$ cat config.mk
export PLATFORM = sky130hd
export DESIGN_NAME = prio_irq_ctrl
export DESIGN_NICKNAME = d
export VERILOG_FILES = /design/src/rtl/pic_pkg.sv /design/src/rtl/pic_ctrl.sv /design/src/rtl/pic_datapath.sv /design/src/rtl/prio_irq_ctrl.sv
export SDC_FILE = /design/constraint.sdc
export NUM_CORES = 1
export LEC_CHECK = 0
export ABC_AREA = 0
export BUFFER_PORTS_ARGS = -buffer_cell sky130_fd_sc_hd__buf_2
export CAP_MARGIN = 20
export CORE_ASPECT_RATIO = 1.25
export CORE_MARGIN = 2
export CORE_UTILIZATION = 52
export CTS_CLUSTER_SIZE = 25
export DETAILED_ROUTE_END_ITERATION = 10
export GPL_TIMING_DRIVEN = 1
export PLACE_DENSITY = 0.84
export REMOVE_ABC_BUFFERS = 1
export SLEW_MARGIN = 0
export SYNTH_ARGS = -nofsm -noshare
export SYNTH_HDL_FRONTEND = slang
export SYNTH_SLANG_ARGS = --single-unit
$ cat constraint.sdc
create_clock -name clk -period 1.1 [get_ports clk]
set_input_delay 0.11 -clock clk [delete_from_list [all_inputs] [get_ports clk]]
set_output_delay 0.11 -clock clk [all_outputs]
set_load 0.02 [all_outputs]
$ cat src/rtl/pic_pkg.sv
package pic_pkg;
  localparam int ADDR_W = 2;

  typedef enum logic [ADDR_W-1:0] {
    REG_MASK = 2'd0,
    REG_MODE = 2'd1,
    REG_STAT = 2'd2,
    REG_CLR  = 2'd3
  } regSel_e;

  typedef struct packed {
    logic    maskWr;
    logic    modeWr;
    logic    clrRd;
    regSel_e rdSel;
  } ctrlStb_t;
endpackage

$ cat src/rtl/pic_ctrl.sv
module pic_ctrl
  import pic_pkg::*;
(
  input  logic              clk,
  input  logic              rstN,
  input  logic              busSel,
  input  logic              busWr,
  input  logic [ADDR_W-1:0] busAddr,
  output ctrlStb_t          stb
);
  always_comb begin
    stb.rdSel  = regSel_e'(busAddr);
    stb.maskWr = busSel && busWr && (regSel_e'(busAddr) == REG_MASK);
    stb.modeWr = busSel && busWr && (regSel_e'(busAddr) == REG_MODE);
    stb.clrRd  = busSel && !busWr && (regSel_e'(busAddr) == REG_CLR);
  end


  strobe_excl_chk: assert property (@(posedge clk) disable iff (!rstN)
    $onehot0({stb.maskWr, stb.modeWr, stb.clrRd}));
endmodule

$ cat src/rtl/pic_datapath.sv
module pic_datapath
  import pic_pkg::*;
#(
  parameter int NUM_IRQ = 8,
  parameter int IDX_W   = $clog2(NUM_IRQ)
)(
  input  logic               clk,
  input  logic               rstN,
  input  logic [NUM_IRQ-1:0] irqIn,
  input  ctrlStb_t           stb,
  input  logic [NUM_IRQ-1:0] busWdata,
  output logic [NUM_IRQ-1:0] busRdata,
  output logic [NUM_IRQ-1:0] pendOut,
  output logic [IDX_W-1:0]   irqIdx,
  output logic               irqValid
);
  logic [NUM_IRQ-1:0] maskQ, modeQ, prevQ, pendQ;
  logic [NUM_IRQ-1:0] maskNext, modeNext, riseVec, pendNext;

  assign maskNext = stb.maskWr ? busWdata : maskQ;
  assign modeNext = stb.modeWr ? busWdata : modeQ;
  assign riseVec  = irqIn & ~prevQ;

  for (genvar g = 0; g < NUM_IRQ; g++) begin : g_line
    always_comb begin
      if (modeQ[g])
        pendNext[g] = ((pendQ[g] && !stb.clrRd) || riseVec[g]) && !maskNext[g];
      else
        pendNext[g] = irqIn[g] && !maskNext[g];
    end
  end

  always_ff @(posedge clk or negedge rstN) begin
    if (!rstN) begin
      maskQ <= '1;
      modeQ <= '0;
      prevQ <= '0;
      pendQ <= '0;
    end else begin
      maskQ <= maskNext;
      modeQ <= modeNext;
      prevQ <= irqIn;
      pendQ <= pendNext;
    end
  end

  always_comb begin
    unique case (stb.rdSel)
      REG_MASK: busRdata = maskQ;
      REG_MODE: busRdata = modeQ;
      default:  busRdata = pendQ;
    endcase
  end

  always_comb begin
    irqIdx   = '0;
    irqValid = 1'b0;
    for (int i = 0; i < NUM_IRQ; i++) begin
      if (pendQ[i]) begin
        irqIdx   = IDX_W'(i);
        irqValid = 1'b1;
      end
    end
  end

  assign pendOut = pendQ;


  masked_idle_chk: assert property (@(posedge clk) disable iff (!rstN)
    (pendQ & maskQ) == '0);

  level_follow_chk: assert property (@(posedge clk) disable iff (!rstN)
    1'b1 |=> ((pendQ & ~$past(modeQ)) == ($past(irqIn) & ~$past(maskNext) & ~$past(modeQ))));

  edge_clear_chk: assert property (@(posedge clk) disable iff (!rstN)
    stb.clrRd |=> ((pendQ & $past(modeQ) & ~$past(riseVec)) == '0));

  top_prio_chk: assert property (@(posedge clk) disable iff (!rstN)
    irqValid |-> (pendQ[irqIdx] && ((pendQ >> irqIdx) == 1)));
endmodule

$ cat src/rtl/prio_irq_ctrl.sv
module prio_irq_ctrl
  import pic_pkg::*;
#(
  parameter int NUM_IRQ = 8,
  localparam int IDX_W  = $clog2(NUM_IRQ)
)(
  input  logic               clk,
  input  logic               rstN,
  input  logic [NUM_IRQ-1:0] irqIn,
  input  logic               busSel,
  input  logic               busWr,
  input  logic [ADDR_W-1:0]  busAddr,
  input  logic [NUM_IRQ-1:0] busWdata,
  output logic [NUM_IRQ-1:0] busRdata,
  output logic               irqOut,
  output logic [IDX_W-1:0]   irqIdx,
  output logic               irqValid
);
  ctrlStb_t           stb;
  logic [NUM_IRQ-1:0] pend;

  pic_ctrl ctrl_i (
    .clk     (clk),
    .rstN    (rstN),
    .busSel  (busSel),
    .busWr   (busWr),
    .busAddr (busAddr),
    .stb     (stb)
  );

  pic_datapath #(.NUM_IRQ(NUM_IRQ), .IDX_W(IDX_W)) dp_i (
    .clk      (clk),
    .rstN     (rstN),
    .irqIn    (irqIn),
    .stb      (stb),
    .busWdata (busWdata),
    .busRdata (busRdata),
    .pendOut  (pend),
    .irqIdx   (irqIdx),
    .irqValid (irqValid)
  );

  assign irqOut = |pend;


  global_out_chk: assert property (@(posedge clk) disable iff (!rstN)
    irqOut == irqValid);
endmodule

==> impl_metrics.toml <==
[run_status]
status = "finished with violations"
violations = "negative setup slack"

[yosys]
synth_mux_area_frac = 0.195
async_flop_share = 1.00
synthesis.area_sq_um = 1490
synth_xor_area_frac = 0
ys_warn_count = 0
synth_top_family_by_area = "multiplexers"
synth_compound_area_frac = 0.0909
ys_ff_latch = 32
ys_top_cells_by_area = "dfrtp_1, dfstp_2, mux2_4, mux2i_1, a32oi_1"
synth_top_area_frac = 0.404
syn-mean-instance-area_sq_um = 12.8
post-synth-top-area-cell = "dfrtp_1"
yosysUniqueCellTypes = 20
synthFlopType = "dfrtp_1"
netlist_instances = 116
ys_seq_area_frac = 0.545
synthSimpleGateAreaFrac = 0.138
synthAdderAreaFrac = 0
synth-edff-count = 0

[drt]
routed-wl-met2_mm = 1.68
wl_met1_mm = 1.41
drcViolationCount = 0
via_per_inst = 5.33
dr.max_layer_used = "met4"
antenna_left = 0
routed_wirelength_mm = 3.28
wl_met3_um = 127
dr.pass1.iters = 4
first_iter_violations = 20
vias = 1140
wl_per_cell_um = 15.3

[global_routing]
track_usage = 0.228
overflow = 0
grt_pass1_vias = 1167
grt_max_degree = 19
antenna_found_initial = 0
grt_pass1_wl_mm = 5.49

[place]
gp_congestion = 0.866
portBuffers = 34
placed_cells = 192
dp_hpwl_mm = 2.30

[timing]
min_period_ps = 1390
hold_viol_final = 0
fin_skew_ps = 15.2
fin_crit_sh = 1.27
rsz0062_at_grt = "yes"
holdWs_ps = 5.22
worst_pin_slew_ps = 363
finalSetupViolCount = 13
max_freq_mhz = 717
slew_viol_final = 0
setup_slack_ps = -294
slew_headroom = 0.758

[run]
maxCapViolations = 0

[die]
dieHeight_um = 63.8
die_w_um = 51.8
start_util = 0.549
die_area_sq_um = 3300
num_io_pins = 35
core-area_sq_um = 2710
rows = 21

[cts]
cts_max_path_buffers = 2
ctsRootBufferMaster = "clkbuf_4"
cts_tree = "done"
cts_buffers = 5
clock_latency_ps = 330
cts.htree.levels = 2
numClockSinks = 32
clk_pin_slew_worst_paths_ps = 100

[finish]
n_fill_cell = 197
area_growth_pct = 34.8
final_nets = 201
n_antenna_cell = 0
finalNonFillerCells = 214
layout-drive-gt1-share = 0.556

[setup_path]
arrival_ps = 1280
critPathMaxStageDelay_ps = 550
worst_ep_required_time_ps = 990
path_max_fanout = 2
crit_slowest_cell = "dfstp_2"
crit_type = "reg2out"
path_cells = "mux2i_1, o21ai_1, buf_4"
critPathLaunchType = "flop"
critPathCaptureType = "output pin"

[power_and_ir_drop]
p_per_area_nw_per_um2 = 1660
p_leak_uw = 0.000936
p_sw_uw = 1100
p_seq_frac = 0.488
switching_share = 0.330
finalPower_uw = 3330
internal_power_uw = 2230
ir_drop_uv = 1180
comb_power_share = 0.325
clock_power_share = 0.187

[hold_path]
min_path_type = "in2reg"
==> kinds of logic after synthesis <==
group,Yosys count
flip-flops,32
multiplexers,24
AO/OA/AOI/OAI,20
AND/OR/NAND/NOR,34
buffers and inverters,6
==> layer usage <==
layer | track usage | vias up
met5 | 0 | -
met4 | 0.109 | 0
met3 | 0.0374 | 8
met2 | 0.366 | 28
met1 | 0.297 | 558
li1 | - | 546
==> cells in the final DEF, fill, tap and decap left out, types with 3 or more instances in the layout <==
master / n
buf_4: 25
buf_2: 24
dfrtp_1: 21
nand2_1: 16
dlygate4sd3_1: 9
mux2i_1: 8
o21ai_1: 8
mux2_4: 8
a32oi_1: 8
nor2_2: 8
dfstp_2: 8
mux2_2: 6
clkbuf_4: 5
dfrtp_2: 3
==> state kept, by name, summed over array words and instances, names as in the netlist <==
| name | cells |
|---|---|
| dp_i.prevQ | 8 |
| dp_i.maskQ | 8 |
| dp_i.pendOut | 8 |
| dp_i.modeQ | 8 |
==> path summary, 6_finish.rpt <==
check | from | endpoint | slack [ps] | cells past startpoint
worst max-delay path | dp_i.maskQ[0] | busRdata[0] | -290 | 3
worst min-delay path | busWdata[4] | dp_i.modeQ[4] | 5 | 2
worst max register to register | dp_i.pendOut[3] | dp_i.pendOut[3] | 150 | 3
worst min register to register | dp_i.modeQ[4] | dp_i.modeQ[4] | 560 | 1
max in group asynchronous | rstN | dp_i.maskQ[2] | 400 | 3
min in group asynchronous | rstN | dp_i.pendOut[7] | 210 | 2
==> cell type report <==
class	count	area [sq um]	area share
sequential	32	815	0.406
multi-input combinational	78	661	0.330
timing repair buffer	60	429	0.214
clock buffer	7	45.0	0.0225
tap	34	42.5	0.0212
inverter	2	7.51	0.00375
clock inverter	1	5.00	0.00250
==> power groups by stage <==
stage	combinational (uW)	sequential [uW]	clock, uW
after floorplan	593	1570	0
after global placement	853	1600	0
after detailed placement	884	1620	0
after CTS	1050	1610	645
after global routing	1180	1660	703
final	1080	1620	625
==> metrics by stage <==
stage	util	TNS, ps	setup slack [ps]	area [sq um]
2_1_floorplan	-	-2110	-140	1450
3_3_place_gp	0.652	-1630	-124	1760
3_5_place_dp	0.652	-2200	-161	1760
4_1_cts	0.733	-3190	-331	1980
5_1_grt	0.741	-4020	-367	2000
6_report	0.741	-3060	-294	2000
==> critical path, delay by kind of cell, from the launching register on <==
kind | cells | cell delay, ps
buffers and inverters | 1 | 170
flip-flops | 1 | 550
AO/OA/AOI/OAI | 1 | 170
multiplexers | 1 | 60
==> cells in the mapped netlist (2+ instances only) <==
| master | n |
|---|---|
| buf_6 | 3 |
| mux2i_1 | 8 |
| dfstp_2 | 8 |
| mux2_1 | 2 |
| o21ai_0 | 8 |
| a21oi_1 | 2 |
| nor2_1 | 4 |
| nand4_1 | 2 |
| mux2_4 | 8 |
| a32oi_1 | 8 |
| dfrtp_1 | 24 |
| inv_1 | 2 |
| nand2_1 | 17 |
| o31ai_1 | 2 |
| mux2_2 | 6 |
| nor2_2 | 8 |
==> repair_timing <==
item	in CTS	in global routing
setup buffers	4	1
hold buffers	9	0
resized for setup	25	6
hold endpoints to repair	36	0
gates cloned	0	0
pin swaps	2	2
setup endpoints to repair	13	13
Power figures use the tool's default switching activity.
